## config.mk

```make
export PLATFORM = sky130hd
export DESIGN_NAME = load_issue_gate
export DESIGN_NICKNAME = d
export VERILOG_FILES = /design/src/rtl/load_issue_gate_pkg.sv /design/src/rtl/load_issue_lane.sv /design/src/rtl/load_block_oldest.sv /design/src/rtl/load_block_record.sv /design/src/rtl/load_issue_gate.sv
export SDC_FILE = /design/constraint.sdc
export NUM_CORES = 1
export LEC_CHECK = 0
export BUFFER_PORTS_ARGS = -buffer_cell sky130_fd_sc_hd__buf_2
export CORE_MARGIN = 3
export CORE_UTILIZATION = 30
export CTS_BUF_LIST = sky130_fd_sc_hd__clkbuf_4
export CTS_CLUSTER_DIAMETER = 100
export DETAILED_ROUTE_END_ITERATION = 7
export SETUP_SLACK_MARGIN = 0.02
export SLEW_MARGIN = 0
export SYNTH_ARGS = -nofsm -noshare
export SYNTH_HDL_FRONTEND = slang
export SYNTH_SLANG_ARGS = --single-unit
```

## constraint.sdc

```tcl
create_clock -name clk -period 8.35 [get_ports clk]
set_clock_uncertainty 0.05 [all_clocks]
set_input_delay 0.835 -clock clk [delete_from_list [all_inputs] [get_ports clk]]
set_output_delay 0.835 -clock clk [all_outputs]
set_load 0.01 [all_outputs]
```

## src/rtl/load_issue_gate_pkg.sv

```systemverilog
package load_issue_gate_pkg;

  typedef enum logic [1:0] {
    ACT_IDLE    = 2'd0,
    ACT_ISSUE   = 2'd1,
    ACT_REPLAY  = 2'd2,
    ACT_BLOCKED = 2'd3
  } lane_act_e;

  // Uncacheable load that is not both at the queue head and ready to commit.
  function automatic logic uc_reject(input logic uncached,
                                     input logic at_commit,
                                     input logic at_head);
    return uncached && !(at_head && at_commit);
  endfunction

  // Occupancy at or beyond the usable limit (one slot held back).
  function automatic logic at_limit(input logic [31:0] count,
                                    input logic [31:0] slots);
    return count >= (slots - 32'd1);
  endfunction

  // Age comparison: a is strictly older than b.
  function automatic logic strictly_older(input logic [31:0] a,
                                          input logic [31:0] b);
    return a < b;
  endfunction

endpackage

```

## src/rtl/load_issue_lane.sv

```systemverilog
module load_issue_lane
  import load_issue_gate_pkg::*;
#(
  parameter int IDXW  = 4,
  parameter int CNTW  = 2,
  parameter int PORTS = 2
) (
  input  logic            valid,
  input  logic [IDXW-1:0] idx,
  input  logic [IDXW-1:0] head,
  input  logic            uncached,
  input  logic            at_commit,
  input  logic            locked,
  input  logic            cache_blocked,
  input  logic [CNTW-1:0] used_in,
  output logic [CNTW-1:0] used_out,
  output lane_act_e       act,
  output logic            cmd_locked,
  output logic            fault
);

  localparam logic [CNTW-1:0] PortLimit = CNTW'(PORTS);

  logic rejected;
  logic ports_gone;

  always_comb begin
    rejected   = uc_reject(uncached, at_commit, idx == head);
    ports_gone = (used_in == PortLimit);
    used_out   = used_in;
    act        = ACT_IDLE;
    cmd_locked = 1'b0;
    fault      = 1'b0;
    if (valid) begin
      if (rejected) begin
        act   = ACT_REPLAY;
        fault = 1'b1;
      end else if (ports_gone) begin
        act = ACT_REPLAY;
      end else begin
        used_out = used_in + CNTW'(1);
        if (cache_blocked) begin
          act = ACT_BLOCKED;
        end else begin
          act        = ACT_ISSUE;
          cmd_locked = locked;
        end
      end
    end
  end

endmodule

```

## src/rtl/load_block_oldest.sv

```systemverilog
module load_block_oldest #(
  parameter int LANES = 3,
  parameter int SEQW  = 8
) (
  input  logic [LANES-1:0]      blocked,
  input  logic [LANES*SEQW-1:0] seq,
  output logic                  any,
  output logic [SEQW-1:0]       oldest
);

  always_comb begin
    any    = 1'b0;
    oldest = '0;
    for (int i = 0; i < LANES; i++) begin
      if (blocked[i] && (!any || seq[i*SEQW +: SEQW] < oldest)) begin
        any    = 1'b1;
        oldest = seq[i*SEQW +: SEQW];
      end
    end
  end

endmodule

```

## src/rtl/load_block_record.sv

```systemverilog
module load_block_record
  import load_issue_gate_pkg::*;
#(
  parameter int SEQW = 8
) (
  input  logic            clk,
  input  logic            rst_n,
  input  logic            new_v,
  input  logic [SEQW-1:0] new_seq,
  input  logic            clear,
  input  logic            set_handled,
  output logic            flag,
  output logic            handled,
  output logic [SEQW-1:0] seq
);

  logic keep_older;
  assign keep_older = flag && strictly_older(32'(seq), 32'(new_seq));

  always_ff @(posedge clk) begin
    if (!rst_n) begin
      flag    <= 1'b0;
      handled <= 1'b0;
      seq     <= '0;
    end else if (new_v) begin
      if (!keep_older) begin
        flag    <= 1'b1;
        handled <= 1'b0;
        seq     <= new_seq;
      end
    end else begin
      if (clear)
        flag <= 1'b0;
      if (set_handled && flag)
        handled <= 1'b1;
    end
  end

endmodule

```

## src/rtl/load_issue_gate.sv

```systemverilog
module load_issue_gate
  import load_issue_gate_pkg::*;
#(
  parameter int LANES    = 3,
  parameter int PORTS    = 2,
  parameter int LQ_SLOTS = 16,
  parameter int SQ_SLOTS = 16,
  parameter int SEQW     = 8,
  localparam int IDXW    = $clog2(LQ_SLOTS),
  localparam int LCW     = $clog2(LQ_SLOTS + 1),
  localparam int SCW     = $clog2(SQ_SLOTS + 1),
  localparam int CNTW    = $clog2(LANES + 1)
) (
  input  logic                  clk,
  input  logic                  rst_n,
  input  logic [LANES-1:0]      ld_valid,
  input  logic [LANES*IDXW-1:0] ld_idx,
  input  logic [LANES*SEQW-1:0] ld_seq,
  input  logic [LANES-1:0]      ld_uncached,
  input  logic [LANES-1:0]      ld_at_commit,
  input  logic [LANES-1:0]      ld_locked,
  input  logic [IDXW-1:0]       lq_head,
  input  logic                  cache_blocked,
  input  logic [LCW-1:0]        lq_count,
  input  logic [SCW-1:0]        sq_count,
  input  logic                  blk_clear,
  input  logic                  blk_set_handled,
  output logic [LANES-1:0]      issue_o,
  output logic [LANES-1:0]      cmd_locked_o,
  output logic [LANES-1:0]      resched_o,
  output logic [LANES-1:0]      fault_o,
  output logic [LANES-1:0]      blocked_o,
  output logic [CNTW-1:0]       used_ports_o,
  output logic                  full_o,
  output logic                  blk_flag_o,
  output logic                  blk_handled_o,
  output logic [SEQW-1:0]       blk_seq_o
);

  // Port usage passed from lane to lane; entry 0 is the cycle start.
  logic [CNTW-1:0] used_chain [LANES+1];
  lane_act_e       lane_act   [LANES];

  // Named internal events for the checker.
  logic            new_blk_v;
  logic [SEQW-1:0] new_blk_seq;

  assign used_chain[0] = '0;

  for (genvar g = 0; g < LANES; g++) begin : g_lane
    load_issue_lane #(
      .IDXW (IDXW),
      .CNTW (CNTW),
      .PORTS(PORTS)
    ) u_lane (
      .valid        (ld_valid[g]),
      .idx          (ld_idx[g*IDXW +: IDXW]),
      .head         (lq_head),
      .uncached     (ld_uncached[g]),
      .at_commit    (ld_at_commit[g]),
      .locked       (ld_locked[g]),
      .cache_blocked(cache_blocked),
      .used_in      (used_chain[g]),
      .used_out     (used_chain[g+1]),
      .act          (lane_act[g]),
      .cmd_locked   (cmd_locked_o[g]),
      .fault        (fault_o[g])
    );

    assign issue_o[g]   = (lane_act[g] == ACT_ISSUE);
    assign resched_o[g] = (lane_act[g] == ACT_REPLAY);
    assign blocked_o[g] = (lane_act[g] == ACT_BLOCKED);
  end

  assign used_ports_o = used_chain[LANES];
  assign full_o = at_limit(32'(lq_count), 32'(LQ_SLOTS)) ||
                  at_limit(32'(sq_count), 32'(SQ_SLOTS));

  load_block_oldest #(
    .LANES(LANES),
    .SEQW (SEQW)
  ) u_oldest (
    .blocked(blocked_o),
    .seq    (ld_seq),
    .any    (new_blk_v),
    .oldest (new_blk_seq)
  );

  load_block_record #(
    .SEQW(SEQW)
  ) u_record (
    .clk        (clk),
    .rst_n      (rst_n),
    .new_v      (new_blk_v),
    .new_seq    (new_blk_seq),
    .clear      (blk_clear),
    .set_handled(blk_set_handled),
    .flag       (blk_flag_o),
    .handled    (blk_handled_o),
    .seq        (blk_seq_o)
  );

endmodule

```

* Word-level counts from Yosys, hierarchy flattened *
Index checks and enable logic that the tools add are counted.
Widths: inputs -> output; s select.

cells by class
  $add $sub $neg = 2
  order comparisons = 5
  equality and inequality tests = 15
  mux-type cells = 46
  bitwise gates (word level) = 1
  reduce and logical (&&, ||, !) cells = 23

operators by type and width
  operator             count
  $mux 2               16
  $mux 1               27
  $lt 8x8->1           3
  $mux 8               3
  $eq 2x2->1 const B   8
  $eq 4x4->1           3
  $ge 5x4->1 const B   2
  $logic_and 1x1->1    10
  $eq 2x1->1 const B   3
  $reduce_and 2->1     3
  $logic_not 1->1      5
  $add 2x1->2 const B  2
  $reduce_bool 2->1    2
  $logic_or 1x1->1     3
  $ne 2x2->1 const B   1
  $not 1->1            1

storage, ports and cells
  register bits = 10
  input bits = 67
  output and inout bits = 28
  logic and storage cells = 95

* Logic depth before layout (Yosys ltp) *
  depth after elaboration = 21
  mapped depth = 34

* Modules after synthesis *
A second synthesis with hierarchy kept.

second synthesis, totals
  cells, all modules = 256
  area, all modules = 2068.2 um^2

by module, submodules not included
  module             instances  cells an instance  area an instance (um^2)  seq. area each (um^2)
  load_block_oldest  1          90                 743.2                    0.0
  load_issue_lane    3          28                 209.0                    0.0
  load_block_record  1          68                 598.1                    200.2
  load_issue_gate    1          14                 100.1                    0.0

* Least setup slack after synthesis *
OpenSTA, ideal clock, no wires.

  kind = input port to flip-flop
  from = input lq_head[0]
  to = register u_record.seq[1]
  setup time = 0.131 ns
  arrival time = 6.363 ns
  required time = 8.169 ns
  setup slack = 1.806 ns
  cell stages on the path = 30
  buffers on the path = 4
  path through = xnor2_1 nand3_2 o21ai_2 buf_6 nand2_1 ha_1 a21oi_1 nor2_1 a211oi_1 nand2_1 o211ai_4 and2_0 clkbuf_1 a21o_1 inv_1 ha_1 a21o_1 a21o_1 a21o_1 clkbuf_1 o41ai_4 buf_6 o21ai_0 ha_1 a21o_1 nand2_1 nand4b_1 nor3_1 a31oi_4 mux2i_1

between the ends
  elaborated cells between the ends (all ways) = 49
  those cells by class = 1 x add/sub; 3 x order compare; 8 x eq/ne; 19 x mux; 1 x bitwise; 17 x reduce/logical

RTL lines
  what                                                  RTL line                   text
  from (decl)                                           load_issue_gate.sv:22      input logic [IDXW-1:0] lq_head,
  $eq 4x4->1 *                                          load_issue_lane.sv:28      rejected = uc_reject(uncached, at_commit, idx == head);
  $logic_and 1x1->1 *                                   load_issue_gate_pkg.sv:14  return uncached && !(at_head && at_commit);
  $logic_not 1->1 *                                     load_issue_gate_pkg.sv:14
  $logic_and 1x1->1 *                                   load_issue_gate_pkg.sv:14
  $mux 2 *                                              load_issue_lane.sv:35      if (rejected) begin
  $mux 2 *                                              load_issue_lane.sv:34      if (valid) begin
  $eq 2x2->1 *                                          load_issue_gate.sv:72      assign blocked_o[g] = (lane_act[g] == ACT_BLOCKED);
  via blocked_o[0]                                      load_issue_gate.sv:32      output logic [LANES-1:0] blocked_o,
  (+5 left out)                                         --
  $lt 8x8->1 / $logic_not 1->1 (equally long branches)  load_block_oldest.sv:15    if (blocked[i] && (!any || seq[i*SEQW +: SEQW] < oldest)) begin
  $logic_or 1x1->1                                      load_block_oldest.sv:15
  $logic_and 1x1->1                                     load_block_oldest.sv:15
  $mux 8                                                load_block_oldest.sv:15
  $lt 8x8->1                                            load_issue_gate_pkg.sv:26  return a < b;
  $logic_and 1x1->1                                     load_block_record.sv:18    assign keep_older = flag && strictly_older(32'(seq), 32'(new_seq));
  $not 1->1 (no line)                                   --
  $reduce_and 2->1 (no line)                            --
  to (signal assigned)                                  load_block_record.sv:29    seq <= new_seq;
  to (decl)                                             load_block_record.sv:14    output logic [SEQW-1:0] seq

The timed path passes the listed nets; every way through them passes the cells marked *.
A chain may end at the register's enable or synchronous reset.

* Worst setup path after layout *
  from = input lq_head[0]
  to = register u_record.seq[5]

between the ends
  word-level cells in the longest chain between the ends = 21
  elaborated cells between the ends (all ways) = 49
  those cells by class = 1 x add/sub; 3 x order compare; 8 x eq/ne; 19 x mux; 1 x bitwise; 17 x reduce/logical

RTL lines
  what
  branches (longest 21 deep; another with $lt 8x8->1)

Several ways; the timed one is not identified.

==> metrics list <==
- Status: complete, no violations
* Largest net degree at the start of global routing: 19
- The setup path with the least slack is of type input pin to flop.
* Most common cell in the synthesized netlist: sky130_fd_sc_hd__nand2_1
- The die covers 0.00720 sq mm.
- In this run the tightest slew margin relative to its limit is 42.4%.
* Top fanout value on the critical path: 14
- Count of pins over their slew limit: 0
- TritonCTS built the clock tree.
- Of the synthesized area, sequential elements account for 10.7%.
* PnR Total Power: 196 uW
- Summing the areas of all compound-gate instances in the mapped netlist gives 30.5% of the synthesized area.
* Leakage: 1.17 nW
* Fraction of registers with async set or reset after synthesis: 0%
- The total count of hold-check failures in the final report came to 0.
- Dominant synthesized flop cell: sky130_fd_sc_hd__dfxtp_1
- Largest family of logic cells by synthesized area: compound AO/OA/AOI/OAI gates
- The final route contains 2044 vias.
* GRT Util Overall: 14.1%
- Clock Tree Root: sky130_fd_sc_hd__clkbuf_4
- Type of the worst min-delay path: flop to flop
- The core region is 0.00596 sq mm.
- In this run the post-CTS setup repair buffer count came out at 0.
- Number of design rule violations left after detail routing: 0
- The slowest stage of the critical path belongs to the cell sky130_fd_sc_hd__o41ai_4.
- Post-synthesis sequential element count: 10
- Pin slew with the least headroom to its limit: 0.859 ns
* First-pass GRT wire length: 8560 microns
- The synthesized design contains 0 enable-type register cells.
- Die extent in x: 84.8 microns
- At the end of routability-driven placement, the weighted congestion stood at 0.773.
* Iteration-0 DRC count of the detailed router: 57
- Clk_lat worst skew: 0.26 ns
- Sinks on the clock net: 10
- Xor-xnor portion of the synthesized cell area: 5.64%
- Total inserted antenna cells: 0
- Final total negative setup slack: 0 ns
- Share of final-layout standard cells stronger than drive strength 1: 34.5%
* First-pass iteration count of the detailed router: 4
- After clock tree synthesis, the clock-pin slew on the worst setup and hold paths is 0.06 ns.
* Final setup violation count: 0
- The largest single stage delay on the critical path is 0.71 ns.
- Kind of start point of the critical path: input pin
- In the final routed layout, each cell accounts on average for 12.7 microns.
- Required time at the worst-slack endpoint: 8.43 ns
- Top cell type's share of synthesized area: 16.1%
- Commonest cells in the synthesized netlist: sky130_fd_sc_hd__nand2_1, sky130_fd_sc_hd__ha_1, sky130_fd_sc_hd__a21oi_1, sky130_fd_sc_hd__nor2_1, sky130_fd_sc_hd__inv_1
* ANT nets after route: 0
- Mux share of post-synthesis cell area: 4.36%
- Vias per cell: 5.07
* Total Routed Length: 5130 microns
* HPWL after detailed placement: 4480 microns
- Cell area after synthesis: 0.00186 sq mm
- Number of gates given a new drive strength after cts: 0
- Once the floorplan was initialized, standard cells occupied 31.3% of the core.
* Number of H-tree levels: 1
- Counting every net in the synthesized netlist gives 339.
- The die is 84.8 microns tall.
- Across the VDD grid, the largest voltage drop is 0.0000535 V.
* Synth area leader: sky130_fd_sc_hd__ha_1
- Post-Synth Adder-Cell Area: 16.1%
* Number of different library cells in the post-synthesis netlist: 51
- A synthesized cell averages 7.52 sq um.
- Count of warnings emitted by yosys: 0
- The number of antenna violations at the first check in global routing was 1.
- Placement row count: 28
- Net count of the finished layout: 421
- In the finished design, the share of the clock period the worst path needs comes to 86.1%.
- Post-synthesis to final-layout area growth: 25.6%
- Buffers inserted during clock tree synthesis total 3.
* Kind of end point of the critical path: flop
- Buffers inserted to repair hold after CTS numbered 0.
- The via count of the first global-routing pass came to 1938.
- In this design, the critical path's most frequently occurring cell is sky130_fd_sc_hd__a21o_1.
- Timing would allow up to 139 MHz.
- Subtracting the final worst setup slack from the clock period gives 7.19 ns.
- Setup repair after global routing left no endpoint under its margin.
- Count of max-cap constraint violations: 0
* Post-route worst hold slack: 0.421 ns
* Synthesized instance count: 248
- Sorting the synthesized cells by area gives the leading types as sky130_fd_sc_hd__ha_1, sky130_fd_sc_hd__dfxtp_1, sky130_fd_sc_hd__a21oi_1, sky130_fd_sc_hd__nand2_1, sky130_fd_sc_hd__a21o_1.
- No sink is reached through more buffers than the 2 on the longest clock path.
- STA puts the critical path data arrival time at 7.27 ns.
* Total overflow reported by the global router: 0
* Port Buffer Count: 94
* I/O Pins: 95
- Of the total synthesized cell area, the portion taken by AND, OR, NAND and NOR gates is 24.0%.
- Pwr Density: 83.7 mW/mm^2
==> cells in the final DEF, fill, tap and decap left out, types with 2 or more instances in the layout <==
cell | netlist | layout
sky130_fd_sc_hd__buf_2 | 2 | 94
sky130_fd_sc_hd__nand2_1 | 28 | 28
sky130_fd_sc_hd__ha_1 | 24 | 24
sky130_fd_sc_hd__a21oi_1 | 22 | 22
sky130_fd_sc_hd__nor2_1 | 22 | 22
sky130_fd_sc_hd__inv_1 | 14 | 14
sky130_fd_sc_hd__a21o_1 | 13 | 13
sky130_fd_sc_hd__o21ai_0 | 12 | 12
sky130_fd_sc_hd__dfxtp_1 | 10 | 10
sky130_fd_sc_hd__xnor2_1 | 9 | 9
sky130_fd_sc_hd__nand4_1 | 8 | 8
sky130_fd_sc_hd__nor4_1 | 7 | 7
sky130_fd_sc_hd__o211ai_1 | 7 | 7
sky130_fd_sc_hd__mux2i_1 | 7 | 7
sky130_fd_sc_hd__nand3_1 | 4 | 4
sky130_fd_sc_hd__nand2b_1 | 4 | 4
sky130_fd_sc_hd__xor2_1 | 3 | 3
sky130_fd_sc_hd__and2_1 | 3 | 3
sky130_fd_sc_hd__clkbuf_4 | 0 | 3
sky130_fd_sc_hd__nand3b_1 | 2 | 2
sky130_fd_sc_hd__o21ai_2 | 2 | 2
sky130_fd_sc_hd__o41ai_4 | 2 | 2
sky130_fd_sc_hd__a211oi_1 | 2 | 2
sky130_fd_sc_hd__nor3_1 | 2 | 2
sky130_fd_sc_hd__nor2b_1 | 2 | 2
==> report_power, final <==
group	switching [mW]	internal (mW)	leakage, nW
Clock	0.0145	0.0165	0.0138
Sequential	0.00243	0.0509	0.0814
Combinational	0.0624	0.0492	1.08
Total	0.0794	0.117	1.17
==> worst max-delay path: cells and delay by family <==
kind / cells / cell delay, ns
adders and majority gates: 3 / 0.90
muxes: 1 / 0.17
buffers and inverters: 2 / 0.18
AOI/OAI and AO/OA: 14 / 3.99
xor gates and xnor gates: 1 / 0.18
and+or+nand+nor: 7 / 1.01
==> per-stage QoR <==
step | area, sq um | setup slack, ns | utilization, % | std cells
after floorplan | 1860 | 1.81 | - | 248
after global placement | 2320 | 1.11 | 38.9 | 400
after detailed placement | 2320 | 0.884 | 38.9 | 400
after CTS | 2340 | 1.14 | 39.3 | 403
after global routing | 2340 | 0.392 | 39.3 | 403
final | 2340 | 1.16 | 39.3 | 403
==> routing by layer <==
layer  global-route usage [%]  vias to the layer above  wire length [microns]  part of all wire [%]
met5                        0                        -                      7                  0.14
met4                     1.73                        2                     29                  0.57
met3                     4.37                        7                    388                   7.6
met2                     25.8                       56                   2540                    49
met1                     16.6                      913                   2170                    42
li1                         -                     1066                      -                     -
==> flip-flops by register name (all words and copies together) (netlist names) <==
signal / flops
u_record.seq: 8
u_record.handled: 1
u_record.flag: 1
==> layout make-up <==
type                       instances  area, sq um
timing repair buffer              94          470
sequential                        10          200
clock buffer                       3         22.5
inverter                          14         52.6
fill                             654         3610
tap                               75         93.8
multi-input combinational        207         1500
==> logic make-up (layout without fill, tap and decap cells) <==
logic type / after synthesis / in the layout
AO/OA/AOI/OAI: 74 / 74
XOR/XNOR: 12 / 12
multiplexers: 8 / 8
AND/OR/NAND/NOR: 89 / 89
adder cells (fa/ha/maj): 24 / 24
flip-flops: 10 / 10
buffers and inverters: 31 / 111
==> worst paths after layout <==
path,cells past startpoint,startpoint,slack [ns],to
min,2,u_record.handled,0.42,u_record.handled
min reg2reg,2,u_record.handled,0.42,u_record.handled
max reg2reg,7,u_record.seq[6],6.35,u_record.seq[5]
max,28,lq_head[0],1.16,u_record.seq[5]
(Power assumes the default switching activity.)
